`src/rtl/csb_pkg.sv`:
```
package csb_pkg;
  parameter int CS_BITS  = 192;
  localparam int CS_BYTES = CS_BITS / 8;
  localparam int ADDR_W   = $clog2(2 * CS_BYTES);
  localparam int IDX_W    = $clog2(CS_BYTES);
  localparam int TXI_W    = $clog2(CS_BITS);
  localparam int NCH      = 2;

  typedef struct packed {
    logic             wrEn;
    logic             rdEn;
    logic             chanB;
    logic [IDX_W-1:0] byteIdx;
  } csbStb_t;
endpackage

```
`src/rtl/csbCtrl.sv`:
```
module csbCtrl
  import csb_pkg::*;
(
  input  logic              clk,
  input  logic              rst_n,
  input  logic              pairMode,
  input  logic              addrLoad,
  input  logic [ADDR_W-1:0] addrIn,
  input  logic              wrStb,
  input  logic              rdStb,
  input  logic              powerDown,
  input  logic              clkPresent,
  output csbStb_t           stb
);
  localparam logic [ADDR_W-1:0] SPAN      = ADDR_W'(CS_BYTES);
  localparam logic [ADDR_W-1:0] LAST_ONE  = ADDR_W'(2 * CS_BYTES - 1);
  localparam logic [ADDR_W-1:0] LAST_PAIR = ADDR_W'(CS_BYTES - 1);

  logic [ADDR_W-1:0] ptr;
  logic [ADDR_W-1:0] localIdx;
  logic [ADDR_W-1:0] loadVal;
  logic              phaseB;
  logic              inUpper;
  logic              access;

  always_comb begin
    access      = (wrStb | rdStb) & ~addrLoad;
    inUpper     = (ptr >= SPAN);
    localIdx    = inUpper ? (ptr - SPAN) : ptr;
    stb.byteIdx = localIdx[IDX_W-1:0];
    stb.chanB   = pairMode ? phaseB : inUpper;
    stb.wrEn    = access & wrStb & clkPresent & ~powerDown;
    stb.rdEn    = access & rdStb & ~wrStb;
    loadVal     = (addrIn > (pairMode ? LAST_PAIR : LAST_ONE)) ? '0 : addrIn;
  end

  always_ff @(posedge clk) begin
    if (!rst_n) begin
      ptr    <= '0;
      phaseB <= 1'b0;
    end else if (addrLoad) begin
      ptr    <= loadVal;
      phaseB <= 1'b0;
    end else if (access) begin
      if (pairMode) begin
        if (!phaseB) begin
          phaseB <= 1'b1;
        end else begin
          phaseB <= 1'b0;
          ptr    <= (ptr >= LAST_PAIR) ? '0 : ptr + 1'b1;
        end
      end else begin
        phaseB <= 1'b0;
        ptr    <= (ptr == LAST_ONE) ? '0 : ptr + 1'b1;
      end
    end
  end
endmodule

```
`src/rtl/csbData.sv`:
```
module csbData
  import csb_pkg::*;
(
  input  logic             clk,
  input  logic             rst_n,
  input  csbStb_t          stb,
  input  logic [7:0]       wrData,
  input  logic [TXI_W-1:0] txIdx,
  output logic [7:0]       rdData,
  output logic             rdValid,
  output logic             txBitA,
  output logic             txBitB
);
  logic [7:0] store [NCH][CS_BYTES];
  logic [NCH-1:0] txBits;
  logic           txInRange;
  logic [TXI_W-4:0] txByte;
  logic [2:0]       txBit;

  always_ff @(posedge clk) begin
    if (!rst_n) begin
      for (int c = 0; c < NCH; c++)
        for (int b = 0; b < CS_BYTES; b++)
          store[c][b] <= '0;
      rdData  <= '0;
      rdValid <= 1'b0;
    end else begin
      if (stb.wrEn)
        store[stb.chanB][stb.byteIdx] <= wrData;
      rdValid <= stb.rdEn;
      if (stb.rdEn)
        rdData <= store[stb.chanB][stb.byteIdx];
    end
  end

  always_comb begin
    txInRange = (txIdx < TXI_W'(CS_BITS));
    txByte    = txIdx[TXI_W-1:3];
    txBit     = txIdx[2:0];
  end

  for (genvar ch = 0; ch < NCH; ch++) begin : g_tx
    always_comb
      txBits[ch] = txInRange ? store[ch][txByte][txBit] : 1'b0;
  end

  assign txBitA = txBits[0];
  assign txBitB = txBits[1];
endmodule

```
`src/rtl/csbPort.sv`:
```
module csbPort
  import csb_pkg::*;
(
  input  logic              clk,
  input  logic              rst_n,
  input  logic              pairMode,
  input  logic              addrLoad,
  input  logic [ADDR_W-1:0] addrIn,
  input  logic              wrStb,
  input  logic [7:0]        wrData,
  input  logic              rdStb,
  input  logic              powerDown,
  input  logic              clkPresent,
  input  logic [TXI_W-1:0]  txIdx,
  output logic [7:0]        rdData,
  output logic              rdValid,
  output logic              txBitA,
  output logic              txBitB
);
  csbStb_t stb;

  csbCtrl u_ctrl (
    .clk(clk), .rst_n(rst_n), .pairMode(pairMode), .addrLoad(addrLoad),
    .addrIn(addrIn), .wrStb(wrStb), .rdStb(rdStb), .powerDown(powerDown),
    .clkPresent(clkPresent), .stb(stb)
  );

  csbData u_data (
    .clk(clk), .rst_n(rst_n), .stb(stb), .wrData(wrData), .txIdx(txIdx),
    .rdData(rdData), .rdValid(rdValid), .txBitA(txBitA), .txBitB(txBitB)
  );
endmodule

```
`config.mk`:
```
export PLATFORM = sky130hd
export DESIGN_NAME = csbPort
export DESIGN_NICKNAME = d
export VERILOG_FILES = /design/src/rtl/csb_pkg.sv /design/src/rtl/csbCtrl.sv /design/src/rtl/csbData.sv /design/src/rtl/csbPort.sv
export SDC_FILE = /design/constraint.sdc
export NUM_CORES = 1
export LEC_CHECK = 0
export ABC_CLOCK_PERIOD_IN_PS = 4300
export BUFFER_PORTS_ARGS = -buffer_cell sky130_fd_sc_hd__buf_2
export CAP_MARGIN = 20
export CORE_MARGIN = 1
export CORE_UTILIZATION = 35
export DETAILED_ROUTE_END_ITERATION = 8
export GPL_TIMING_DRIVEN = 0
export SETUP_SLACK_MARGIN = 0.05
export SLEW_MARGIN = 20
export SYNTH_ARGS = -nofsm -noshare
export SYNTH_HDL_FRONTEND = slang
export SYNTH_SLANG_ARGS = --single-unit
export TNS_END_PERCENT = 10
```
`constraint.sdc`:
```
create_clock -name clk -period 4.3 [get_ports clk]
set_input_delay 0.645 -clock clk [delete_from_list [all_inputs] [get_ports clk]]
set_output_delay 0.645 -clock clk [all_outputs]
set_load 0.01 [all_outputs]
```
Word level (Yosys, flattened, before mapping)

Memory sizes are Yosys's and may differ from the RTL's.
Index checks and enable logic that the tools add are counted.

Register bits: 16
RAM bits: 384
Bits of input ports: 30
Output and inout port bits: 11
Word-level logic and storage cells: 71
Memories kept: 1

$add $sub $neg: 2
$lt $le $gt $ge: 8
Equality and inequality tests: 2
Multiplexer cells: 36
Bitwise logic cells: 13
Reduce and logical (&&, ||, !) cells: 5

Memory list:

| memory       | depth | width | rd ports | clocked after Yosys merged registers in | wr ports | line          | text |
|---|---|---|---|---|---|---|---|
| u_data.store | 2     | 192   | 3        | 0                                       | 2        | csbData.sv:14 | `logic [7:0] store [NCH][CS_BYTES];` |

Operator list:

| cell                  | number |
|---|---|
| $mux W192             | 3 |
| $reduce_or A192 Y1    | 1 |
| $bmux W8 S5           | 3 |
| $mux W8               | 7 |
| $mux W6               | 8 |
| $demux W8 S5          | 1 |
| $ge A6 B5 Y1 const B  | 2 |
| $ge A6 B6 Y1 const B  | 2 |
| $not A5 Y6            | 2 |
| $mux W1               | 11 |
| $lt A8 B8 Y1 const B  | 1 |
| $add A6 B1 Y6 const B | 1 |
| $and A1 B1 Y1         | 6 |
| $bmux W1 S3           | 2 |
| $eq A6 B6 Y1 const B  | 1 |
| $gt A6 B6 Y1          | 1 |
| $lt A6 B1 Y1 const B  | 1 |
| $mux W5               | 1 |
| $sub A5 B5 Y5 const B | 1 |
| $lt A3 B4 Y1 const B  | 1 |
| $not A1 Y1            | 4 |
| $ne A3 B1 Y1 const B  | 1 |
| $reduce_and A2 Y1     | 1 |
| $reduce_bool A2 Y1    | 1 |
| other kinds (3)       | 3 |

Logic depth before layout (Yosys ltp)

Depth after elaboration: 10
Gate-level depth with buffers: 11

Modules after synthesis

From an unflattened synthesis, not the netlist that was laid out.

Cells, all modules: 1355
Area total of the unflattened synthesis: 20759.9 um^2

Modules (own cells, without submodules):

| module  | times used | cells an instance | area an instance (um^2) |
|---|---|---|---|
| csbData | 1          | 1276              | 20128.1 |
| csbCtrl | 1          | 79                | 631.9 |

Worst setup path before layout

No wires, ideal clock.

Path type: input port to output port
Start: input port txIdx[3]
End: output port txBitB
Data arrival time: 2.519 ns
Setup slack: 1.136 ns
Stages: 10
Buffers on the path: 4
Cells stage by stage: buf_2 buf_6 buf_4 buf_4 and2_1 a221oi_1 o21ai_0 nand3_1 nand4_1 a311oi_1

Word-level cells in the longest chain between the ends: 7
Elaborated cells between the ends (all ways): 8
Those cells by class: order compare (1); mux (6); bitwise (1)

Ends and longest elaborated chain:

| what                                       | line          | text |
|---|---|---|
| from (decl)                                | csbPort.sv:14 | `input logic [TXI_W-1:0] txIdx,` |
| $not A5 Y6 (implied by the code)           | csbData.sv:44 | `txBits[ch] = txInRange ? store[ch][txByte][txBit] : 1'b0;` |
| $bmux W8 S5                                | csbData.sv:44 |  |
| $mux W8 (implied by the code) (2 in a row) | csbData.sv:44 |  |
| $bmux W1 S3                                | csbData.sv:44 |  |
| $mux W1 (implied by the code)              | csbData.sv:44 |  |
| $mux W1 *                                  | csbData.sv:44 |  |
| to (decl)                                  | csbPort.sv:18 | `output logic txBitB` |

Every way passes the cells marked *; elsewhere a longest branch is shown, timed or not. The select of a mux whose other input is x is not followed.

==> reports/results.md <==
• worst-case vdd ir drop: 0.000264 V
• Static Leak: 0.00838 uW
• post-synthesis sequential element count: 400
• worst hold stages: 3
• CTS Root Buffer Type: sky130_fd_sc_hd__clkbuf_16
• final weighted congestion of routability-driven global placement: 1.03
• highest-count cells in the layout ignoring fill and taps: sky130_fd_sc_hd__edfxtp_1, sky130_fd_sc_hd__and2_1, sky130_fd_sc_hd__mux4_2
• floorplan die height: 246 um
• R2R Setup Slk: 0.007 ns
• Final ANT Viol Nets: 0
• HPWL after detailed placement: 63.3 mm
• data arrival time at the worst-slack endpoint: 4.50 ns
• vias in the first global route: 14.5k
• total die area: 0.0607 mm^2
• Top FF cell, synth: sky130_fd_sc_hd__edfxtp_1
• peak clock frequency supported by timing: 233 MHz
• Ys Warns: 0
• Post-Route Setup TNS: 0 ns
• number of nets in the synthesized netlist: 1438
• most frequent standard cell in the layout excluding fill and tap cells: sky130_fd_sc_hd__edfxtp_1
• shortest clock period the worst path allows after layout: 4.29 ns
• fin. max-slew vios: 0
• clock tree from TritonCTS: done
• post-synthesis instance area: 0.0209 mm^2
• CP Max Fanout: 11
• share of cells above drive strength 1: 0.256
• iteration count of the initial detailed-routing pass: 5
• worst setup margin: 0.00653 ns
• number of nets in the layout: 1533
• FF-to-FF Start: u_ctrl.ptr[1]
• class of the tightest hold or removal check: in2reg
• Period Utilization, post-route: 0.998
• power per unit of standard cell area: 410 mW/mm^2
• GRT Overall Usage: 0.295
• Vias/cell: 6.53
• post-synthesis sequential area ratio: 0.567
• endpoint of the worst-slack reg-to-reg timing path: u_data.store[1][101]
• effective utilization at floorplan: 0.354
• max-cap check violation count: 0
• fill cell total of the finished layout: 5427
• final worst clock skew: 0.0110 ns
• Starting DRT DRC Count: 2379
• required time of the critical path: 4.51 ns
• remaining global-route overflow: 0
• worst hold slack across all endpoints: 0.379 ns
• Clock H-tree levels: 2
• Reg clk slew, reported paths: 0.06 ns
• Total Routed Length: 88.7 mm
• Finished Layout Cells: 2305
• Critical Setup Path Class: reg2reg
• standard cell core area: 0.0590 mm^2
• total via count after detailed routing: 15.1k
• final-report hold violation count: 0
• count of final setup violators: 0
• postcts setup bufs: 0
• pin count of the biggest net entering global routing: 24
• Layout Area Growth over Synthesis: 14.0%
• total DRC errors in the routed layout: 0
• Routed wire per std cell: 38.5 um
• CTS Sinks: 400
• Post-Place Setup Slack: -0.631 ns
• Gate Count Post-Synth: 1400
• kind of start point of the critical path: register
• wire length of the first global-routing pass: 120 mm
• top-level I/O count: 41
• number of placement rows: 89
• maximum buffer depth of the clock tree: 3
• count of flip-flops with a built-in enable after synthesis: 384
• CTS buffer count: 43
• run status: finished clean
• end of the worst hold path: u_ctrl.phaseB
• max_slew headroom: 0.162
• Chip Width: 246 um
• Worst setup EP type: register
• power consumption: 9790 uW
• number of cells on the worst reg-to-reg path: 9
• hold_sp: rst_n
• unrepaired setup endpoints after global routing: yes
• worst slew pin tran: 1.26 ns
• post-synth cell types: 75
• post-synthesis average cell area: 14.9 um^2
• fraction of registers with async set or reset after synthesis: 0
• Reg area: 0.0119 mm^2
• footprint of the multi-input gates: 0.00866 mm^2
• initial antenna violation count: 3
• total of buffers placed on input and output ports: 37
• Clock Latency Late Sink: 0.58 ns
• number of placed cells counting well taps: 2222
power by group:
| part | internal, uW | switching (uW) | leakage, uW |
|---|---|---|---|
| clock network | 2210 | 1640 | 0.000671 |
| registers | 4420 | 95.0 | 0.00411 |
| logic | 483 | 935 | 0.00360 |
state kept, by name, summed over array words and instances, names as in the netlist:
register	flops
u_data.rdData	8
u_ctrl.ptr	6
u_data.store	384
u_ctrl.phaseB	1
u_data.rdValid	1
Yosys cell counts (all sizes together) (13+ instances only):
master | instances | area [um^2]
a22oi | 22 | 165
nor2 | 63 | 257
o22ai | 13 | 81.3
clkbuf | 67 | 251
nand2 | 68 | 263
nand3 | 24 | 120
dfxtp | 16 | 320
edfxtp | 384 | 11500
mux2i | 46 | 460
buf | 46 | 335
and2 | 209 | 1310
o21ai | 42 | 210
a21oi | 45 | 225
mux4 | 171 | 3920
a31oi | 15 | 93.8
and3 | 14 | 87.6
what timing repair did:
| item | in CTS | in global routing |
|---|---|---|
| gates resized for setup | 25 | 24 |
| hold buffers | 0 | 0 |
| endpoints found under the setup margin | 443 | 297 |
| pin swaps | 0 | 0 |
cell type report:
class | count | share of cell area
clock buffers | 54 | 0.0469
flip-flops and latches | 400 | 0.497
well taps | 773 | 0.0406
plain buffers | 113 | 0.0264
clock inverters | 24 | 0.0120
inverters | 10 | 0.00157
repair buffers | 50 | 0.0122
diodes | 4 | 0.000420
multi-input cells | 877 | 0.363
critical path: stages (launching register included):
cell and delay [ns]:
sky130_fd_sc_hd__dfxtp_1 0.60, sky130_fd_sc_hd__inv_1 0.29, sky130_fd_sc_hd__clkbuf_4 0.39, sky130_fd_sc_hd__ha_1 0.28, sky130_fd_sc_hd__nor4_1 0.41, sky130_fd_sc_hd__a21oi_2 0.21, sky130_fd_sc_hd__and2_1 0.22, sky130_fd_sc_hd__buf_2 0.20
sky130_fd_sc_hd__clkbuf_1 0.46, sky130_fd_sc_hd__a21oi_2 0.83
cell families after synthesis:
| family | count (synthesis) | share of synthesized area |
|---|---|---|
| DFF | 400 | 0.567 |
| xor gates and xnor gates | 1 | 0.000419 |
| and+or+nand+nor | 428 | 0.114 |
| adders and majority gates | 8 | 0.00479 |
| muxes | 224 | 0.213 |
| buffers and inverters | 123 | 0.0299 |
| AOI/OAI and AO/OA | 216 | 0.0712 |
through the flow:
step | utilization | cell area, um^2
floorplan | - | 20900
global placement | 0.374 | 22100
detailed placement | 0.377 | 22200
CTS | 0.402 | 23700
global route | 0.404 | 23800
finish | 0.404 | 23800
worst max-delay path by stage:
stage	endpoint	slack, ns	startpoint
3_5_place_dp	u_data.store[0][117]	-0.63	u_ctrl.ptr[1]
3_3_place_gp	u_data.store[0][91]	-1.65	u_ctrl.ptr[1]
4_1_cts	u_data.store[1][54]	0.03	u_ctrl.ptr[1]
6_report	u_data.store[1][101]	0.007	u_ctrl.ptr[1]
2_1_floorplan	txBitB	1.14	txIdx[3]
5_1_grt	u_data.store[1][102]	-0.1	u_ctrl.ptr[1]
metal layers:
| metal | global-route usage | wire length, um |
|---|---|---|
| met1 | 0.394 | 33100 |
| met2 | 0.435 | 38500 |
| met3 | 0.0806 | 11800 |
| met4 | 0.156 | 5270 |
| met5 | 0 | 0 |
Note: power is estimated with default switching activity, not from simulation.
